[config.mk]
export PLATFORM = sky130hd
export DESIGN_NAME = chgseq_top
export DESIGN_NICKNAME = d
export VERILOG_FILES = /design/src/rtl/chgseq_pkg.sv /design/src/rtl/chgseq_deb.sv /design/src/rtl/chgseq_regs.sv /design/src/rtl/chgseq_fsm.sv /design/src/rtl/chgseq_top.sv
export SDC_FILE = /design/constraint.sdc
export NUM_CORES = 1
export LEC_CHECK = 0
export BUFFER_PORTS_ARGS = -buffer_cell sky130_fd_sc_hd__buf_4
export CAP_MARGIN = 20
export CORE_MARGIN = 2
export CORE_UTILIZATION = 40
export DETAILED_ROUTE_END_ITERATION = 8
export PLACE_DENSITY = 0.67
export SLEW_MARGIN = 10
export SYNTH_ARGS = -nofsm -noshare
export SYNTH_HDL_FRONTEND = slang
export SYNTH_SLANG_ARGS = --single-unit
[constraint.sdc]
create_clock -name clk -period 2.4 [get_ports clk]
set_input_delay 0.24 -clock clk [delete_from_list [all_inputs] [get_ports clk]]
set_output_delay 0.24 -clock clk [all_outputs]
set_load 0.02 [all_outputs]
[src/rtl/chgseq_pkg.sv]
package chgseq_pkg;
    typedef enum logic [2:0] {
        MODE_OFF   = 3'd0,
        MODE_SAFE  = 3'd1,
        MODE_PRE   = 3'd2,
        MODE_CC    = 3'd3,
        MODE_CV    = 3'd4,
        MODE_DONE  = 3'd5,
        MODE_FAULT = 3'd6
    } chg_mode_e;

    localparam int unsigned NFLAG   = 7;
    localparam int unsigned F_VDET  = 0;
    localparam int unsigned F_HDRM  = 1;
    localparam int unsigned F_SAFE  = 2;
    localparam int unsigned F_PRE   = 3;
    localparam int unsigned F_CV    = 4;
    localparam int unsigned F_RECHG = 5;
    localparam int unsigned F_EOC   = 6;

    localparam logic [3:0] ICHG_DEF = 4'd4;
    localparam logic       IHI_DEF  = 1'b0;
    localparam logic [2:0] IEOC_DEF = 3'd2;
    localparam logic [5:0] VCHG_DEF = 6'd20;

    typedef struct packed {
        logic       en;
        logic [3:0] ichg;
        logic       ihi;
        logic [2:0] ieoc;
        logic [5:0] vchg;
    } cfg_t;

    localparam cfg_t CFG_DEF = '{en: 1'b1, ichg: ICHG_DEF, ihi: IHI_DEF,
                                 ieoc: IEOC_DEF, vchg: VCHG_DEF};
endpackage

[src/rtl/chgseq_deb.sv]
module chgseq_deb #(
    parameter int unsigned STABLE_CYC = 8
) (
    input  logic clk,
    input  logic rst_n,
    input  logic raw,
    output logic filt
);
    localparam int unsigned CW = $clog2(STABLE_CYC + 1);

    typedef struct packed {
        logic          filt;
        logic [CW-1:0] cnt;
    } deb_t;

    deb_t s_d, s_q;

    always_comb begin
        s_d = s_q;
        if (raw == s_q.filt) begin
            s_d.cnt = '0;
        end else if (s_q.cnt == CW'(STABLE_CYC - 1)) begin
            s_d.filt = raw;
            s_d.cnt  = '0;
        end else begin
            s_d.cnt = s_q.cnt + CW'(1);
        end
    end

    always_ff @(posedge clk or negedge rst_n) begin
        if (!rst_n) s_q <= '0;
        else        s_q <= s_d;
    end

    assign filt = s_q.filt;
endmodule

[src/rtl/chgseq_regs.sv]
module chgseq_regs
    import chgseq_pkg::*;
(
    input  logic       clk,
    input  logic       rst_n,
    input  logic       reg_wr,
    input  logic [1:0] reg_addr,
    input  logic [7:0] reg_wdata,
    input  logic [2:0] mode,
    input  logic       fet_bit,
    output logic [7:0] reg_rdata,
    output cfg_t       cfg
);
    cfg_t cfg_d, cfg_q;

    always_comb begin
        cfg_d = cfg_q;
        if (reg_wr) begin
            unique case (reg_addr)
                2'd0: begin
                    if (reg_wdata[1]) cfg_d = CFG_DEF;
                    else              cfg_d.en = reg_wdata[0];
                end
                2'd1: begin
                    cfg_d.ichg = reg_wdata[3:0];
                    cfg_d.ihi  = reg_wdata[4];
                    cfg_d.ieoc = reg_wdata[7:5];
                end
                2'd2:    cfg_d.vchg = reg_wdata[5:0];
                default: ;
            endcase
        end
    end

    always_ff @(posedge clk or negedge rst_n) begin
        if (!rst_n) cfg_q <= CFG_DEF;
        else        cfg_q <= cfg_d;
    end

    always_comb begin
        unique case (reg_addr)
            2'd0:    reg_rdata = {7'b0, cfg_q.en};
            2'd1:    reg_rdata = {cfg_q.ieoc, cfg_q.ihi, cfg_q.ichg};
            2'd2:    reg_rdata = {2'b0, cfg_q.vchg};
            default: reg_rdata = {4'b0, fet_bit, mode};
        endcase
    end

    assign cfg = cfg_q;
endmodule

[src/rtl/chgseq_fsm.sv]
module chgseq_fsm
    import chgseq_pkg::*;
(
    input  logic             clk,
    input  logic             rst_n,
    input  logic [NFLAG-1:0] flg,
    input  logic             en,
    input  logic             fet_det,
    output chg_mode_e        mode,
    output logic             fet_bit
);
    typedef struct packed {
        chg_mode_e mode;
        logic      fet;
    } fsm_t;

    fsm_t s_d, s_q;
    logic in_ok;

    assign in_ok = flg[F_VDET] & flg[F_HDRM];

    always_comb begin
        s_d = s_q;
        if (!in_ok) begin
            s_d.mode = MODE_OFF;
        end else if (!en) begin
            s_d.mode = MODE_FAULT;
        end else begin
            unique case (s_q.mode)
                MODE_OFF:   s_d.mode = MODE_SAFE;
                MODE_SAFE:  if (flg[F_SAFE]) s_d.mode = MODE_PRE;
                MODE_PRE:   if (flg[F_PRE])  s_d.mode = MODE_CC;
                MODE_CC:    if (flg[F_CV])   s_d.mode = MODE_CV;
                MODE_CV:    if (flg[F_RECHG] && flg[F_EOC]) s_d.mode = MODE_DONE;
                MODE_DONE:  if (!flg[F_RECHG]) s_d.mode = MODE_CC;
                MODE_FAULT: s_d.mode = MODE_SAFE;
                default:    s_d.mode = MODE_OFF;
            endcase
        end
        if (s_q.mode == MODE_OFF && s_d.mode != MODE_OFF) s_d.fet = fet_det;
    end

    always_ff @(posedge clk or negedge rst_n) begin
        if (!rst_n) s_q <= '{mode: MODE_OFF, fet: 1'b0};
        else        s_q <= s_d;
    end

    assign mode    = s_q.mode;
    assign fet_bit = s_q.fet;
endmodule

[src/rtl/chgseq_top.sv]
module chgseq_top
    import chgseq_pkg::*;
#(
    parameter int unsigned STABLE_CYC = 8
) (
    input  logic       clk,
    input  logic       rst_n,
    input  logic       vin_det,
    input  logic       vin_hdrm,
    input  logic       vbat_safe,
    input  logic       vbat_pre,
    input  logic       vbat_cv,
    input  logic       vbat_rechg,
    input  logic       ibat_eoc,
    input  logic       fet_det,
    input  logic       reg_wr,
    input  logic [1:0] reg_addr,
    input  logic [7:0] reg_wdata,
    output logic [7:0] reg_rdata,
    output logic [2:0] chg_mode,
    output logic [3:0] ichg_code,
    output logic       ichg_hi,
    output logic [2:0] ieoc_code,
    output logic [5:0] vchg_code
);
    logic [NFLAG-1:0] raw_flg;
    logic [NFLAG-1:0] flt_flg;
    cfg_t             cfg;
    chg_mode_e        mode;
    logic             fet_bit;
    logic             in_ok;
    logic             chg_en;

    assign raw_flg = {ibat_eoc, vbat_rechg, vbat_cv, vbat_pre, vbat_safe, vin_hdrm, vin_det};

    for (genvar i = 0; i < NFLAG; i++) begin : g_deb
        chgseq_deb #(.STABLE_CYC(STABLE_CYC)) u_deb (
            .clk  (clk),
            .rst_n(rst_n),
            .raw  (raw_flg[i]),
            .filt (flt_flg[i])
        );
    end

    chgseq_regs u_regs (
        .clk      (clk),
        .rst_n    (rst_n),
        .reg_wr   (reg_wr),
        .reg_addr (reg_addr),
        .reg_wdata(reg_wdata),
        .mode     (mode),
        .fet_bit  (fet_bit),
        .reg_rdata(reg_rdata),
        .cfg      (cfg)
    );

    chgseq_fsm u_fsm (
        .clk    (clk),
        .rst_n  (rst_n),
        .flg    (flt_flg),
        .en     (cfg.en),
        .fet_det(fet_det),
        .mode   (mode),
        .fet_bit(fet_bit)
    );

    assign in_ok     = flt_flg[F_VDET] & flt_flg[F_HDRM];
    assign chg_en    = cfg.en;
    assign chg_mode  = mode;
    assign ichg_code = cfg.ichg;
    assign ichg_hi   = cfg.ihi;
    assign ieoc_code = cfg.ieoc;
    assign vchg_code = cfg.vchg;
endmodule

Word level (Yosys, flattened, before mapping). Index checks and enable logic that the tools add are counted.

Bits in registers: 54. Latch bits: 0. Bits in writable memories: 0. Memory bits (read-only): 0. Input bits: 21. Output and inout port bits: 25. Logic and storage cells: 104. Memories: 0.

$add $sub $neg: 7. Multipliers: 0. Divide/modulo/power cells: 0. Magnitude comparators: 0. Eq/ne operators: 23. Shifts and indexed selects: 0. Mux-type cells: 27. Bitwise logic cells: 8. Reduce and logical (&&, ||, !) cells: 18.

Operators by type and width (number): two-way mux 4 bit (14); adder 4 x 1 -> 4 bit, second input constant (7); equality test 4 x 3 -> 1 bit, second input constant (7); case mux 8 bit (3 select lines) (1); two-way mux 3 bit (7); case mux 3 bit (6 select lines) (1); case mux 8 bit (2 select lines) (1); AND reduction 2 bit (8); two-way mux 14 bit (1); case mux 6 bit (2 select lines) (1); equality test 3 bit, second input constant (3); equality test 1 bit (7); NOT 1 bit (7); equality test 3 x 2 -> 1 bit, second input constant (2); AND reduction 3 bit (2); nonzero test 2 bit (2); equality test 3 x 1 -> 1 bit, second input constant (1); logical NOT 3 bit (1); nonzero test 3 bit (1); equality test 2 x 1 -> 1 bit, second input constant (1); equality test 2 bit, second input constant (1); logical AND 1 bit (2); logical NOT 2 bit (1); != test 2 bit, second input constant (1); 3 further kinds (3).

Depth between registers and ports, before layout.
Depth after elaboration: 7. Gate-level depth with buffers: 5. Mapped depth without buffers: 4.

Modules after synthesis. A second synthesis with hierarchy kept.

Cells, all modules: 209. Area, all modules: 2662.6 sq um.

Modules (own cells, without submodules): chgseq_deb (g_deb[1].u_deb ...) (instances 6, cells each 17, area an instance 235.2 sq um, seq. area each 125.1 sq um); chgseq_regs (instances 1, cells each 59, area an instance 742.0 sq um, seq. area each 381.6 sq um); chgseq_fsm (instances 1, cells each 30, area an instance 291.5 sq um, seq. area each 100.1 sq um); chgseq_deb (g_deb[0].u_deb) (instances 1, cells each 18, area an instance 217.7 sq um, seq. area each 125.1 sq um).

Worst setup path before layout. OpenSTA, ideal clock, no wires.

Path type: register -> output. Start point: register u_fsm.s_q (netlist bit u_fsm.mode[0]). End point: output port reg_rdata[0]. Arrival: 1156 ps. Required time: 2160 ps. Setup slack: 1004 ps. Stages on the path, launching flop included: 3. Buffers on the path: 1. Cell sequence: dfrtp_1 > buf_2 > mux4_2.

Cells in the longest elaborated chain, start to end: 1.

Ends and longest elaborated chain: start: declaration (line chgseq_fsm.sv:17) `fsm_t s_d, s_q;`; start signal: assignment (line chgseq_fsm.sv:44) `if (!rst_n) s_q <= '{mode: MODE_OFF, fet: 1'b0};`; case mux 8 bit (3 select lines) (line chgseq_regs.sv:41) `unique case (reg_addr)`; end: declaration (line chgseq_top.sv:19) `output logic [7:0] reg_rdata,`.

Every way passes these cells.

Worst setup path in the final report.
Start point: register u_fsm.s_q (netlist bit u_fsm.mode[2]). End point: output port reg_rdata[2].

The elaborated chain is that of the path after synthesis.

==> metrics <==
Max H-tree Level 2; final core area utilization 50.6%; Hold Buf Count CTS 1; cell count along the critical path 3; unrepaired setup endpoints after global routing false; status finished, final reports clean; Final Critical Period 1.76 ns; P_leak 1.44 nW; Clock Power Share 26.0%; largest delay contributor family on the critical path flip-flops; Setup Skew 0.0101 ns; CP Capture Type primary output; Congestion Overflow GR 0; initial core utilization 41.7%; number of CTS-inserted buffers 5; depth of the most critical reg-to-reg path 3; clock tree sinks 54; wire per inst 14.0 um; EDFF count, synth 0; crit path kind register to primary output; Buf/Inv on CP 1; most common cell in the netlist dfrtp_1; fin. max-slew vios 0; #FFs+latches synth 54; Synth area leader dfrtp_1; Mapped Cells 212; post-synthesis cell type count 36; # DRC 0; synth top area cells dfrtp_1, dfstp_2, mux2_2; insertion delay to the later sink of the worst-skew pair 0.31 ns; final hold violation count 0; die height 83.0 um; Final HPWL DP 3.38 mm; largest net degree at the start of global routing 55; Vias 1,745; Port-buffer cells 45; WL final 4.71 mm; crit-path max cell delay 0.53 ns; net load switching power 0.846 mW; Root Driver clkbuf_8; boundary pin count 46; CP Launch Type register; post_cts resized 0; maxcap violations 0; Mapped Area 2500 um^2; slew margin rel. 55.5%; Pint 1.98 mW; worst min-delay path category input pin to register; Ys Warns 0; vias per cell 5.19; Pre-antenna DRT Iters 4; GPL Wtd Cong 0.760; total negative slack 0 ns; Post CTS Setup Buffer Count 0; clock-pin slew on the worst setup and hold paths 0.10 ns; CP max stage cell dfrtp_1; share of cells above drive strength 1 31.8%; worst slew pin tran 0.667 ns; core area 5990 um^2; fin nets 288; Area Growth Syn to Fin 21.6%; period utilisation layout 73.2%; TritonCTS clock tree built; Mapped Nets 240; final hold slack 0.145 ns; initial antenna violation count 0; VDD IR max 0.000373 V; WP data arrival 1.52 ns; Fmax 569 MHz; # rows 28; diodes inserted 0; Max clock buf depth 2; Seq pwr share 48.6%; number of setup violations in the final report 0; total track usage 14.2%; vias in the first global route 1,741; ys async rst share 100%; global-route wire length before repair 8.05 mm; Critical Path Fanout Max 11; Top FF cell, synth dfrtp_1; combinational share of power 25.4%; Critical Path, Cell by Cell mux2_2 > a22o_2 > buf_4; top post-synthesis cells by count dfrtp_1, nor2_1, xnor2_1, nand2_1, mux2_2; ANT nets after route 0; Overall Power 2.83 mW; Die ar. 6890 um^2; PD cells 931 nW/um^2; Die X 83.0 um; post-route cell area 3030 um^2; worst path required time 2.16 ns; initial DRC count 80; syn_area_per_cell 11.8 um^2; area share of the largest cell type after synthesis 49.1%; placed inst area 2880 um^2; Hold Path Depth 2; Seq/Total Area, Yosys 54.4%; Switching Share 29.9%
path summary, 6_finish.rpt:
| check | start | end | slack [ns] |
|---|---|---|---|
| worst max-delay path | u_fsm.mode[2] | reg_rdata[2] | 0.64 |
| worst min-delay path | reg_wdata[7] | u_regs.cfg[8] | 0.14 |
| worst max register to register | u_fsm.mode[2] | u_fsm.mode[0] | 1.08 |
| worst min register to register | g_deb[3].u_deb.s_q[0] | g_deb[3].u_deb.s_q[0] | 0.48 |
| max in group asynchronous | rst_n | g_deb[3].u_deb.s_q[2] | 1.44 |
| min in group asynchronous | rst_n | g_deb[4].u_deb.s_q[2] | 0.50 |
cells in the final DEF (no fill, tap or decap), drive strengths merged:
cell         count
nor3b            1
mux4             1
nor2            30
nand3            9
inv              2
o21ai            3
nor3             7
buf             45
dfrtp           49
dfstp            5
dlygate4sd3      1
nand2           13
and2b            2
a31oi            2
and2             4
o2111ai          1
a211oi           1
or3b             1
clkbuf           6
xnor2           14
mux2            11
a2111oi          1
a22o            15
a21oi            2
nor2b           10
o22a             4
ha               7
o21a             2
mux2i            7
nor4             2
o211ai           1
bufinv           2
power by group through the flow:
stage | sequential, mW | combinational [mW] | clock [mW]
floorplan | 1.37 | 0.492 | 0
global placement | 1.38 | 0.716 | 0
detailed placement | 1.39 | 0.726 | 0
CTS | 1.38 | 0.733 | 0.759
global route | 1.42 | 0.805 | 0.793
finish | 1.37 | 0.718 | 0.734
stage by stage:
step / instances / setup slack (ns)
floorplan: 212 / 1.00
global route: 336 / 0.584
finish: 336 / 0.644
CTS: 336 / 0.639
detailed placement: 327 / 0.998
global placement: 327 / 1.00
sequential cells by signal (all words and copies together), names as in the netlist:
register,cells
g_deb.u_deb.s_q,28
g_deb.u_deb.filt,7
u_fsm.fet_bit,1
u_regs.cfg,15
u_fsm.mode,3
layout make-up:
| type | instances | area (um^2) |
|---|---|---|
| fill | 536 | 2960 |
| sequential | 54 | 1360 |
| multi-input combinational | 151 | 1080 |
| timing repair buffer | 46 | 348 |
| tap | 75 | 93.8 |
| clock buffer | 6 | 82.6 |
| clock inverter | 2 | 60.1 |
| inverter | 2 | 7.51 |
per-layer routing:
layer / global-route usage, % / vias to the layer above / routed length, um
met1: 19.5 / 847 / 2220
met4: 4.47 / 0 / 27
met2: 22.1 / 47 / 2190
li1: - / 849 / -
met3: 3.78 / 2 / 264
met5: 0 / - / 0
logic make-up after synthesis:
kind of cell	after synthesis	synth area share [%]
buf+inv	7	2.16
fa+ha+maj	7	3.51
compound gates	32	10.6
xor+xnor	14	4.91
flops	54	54.4
simple gates	79	15.8
mux	19	8.67
Power figures use the tool's default switching activity.
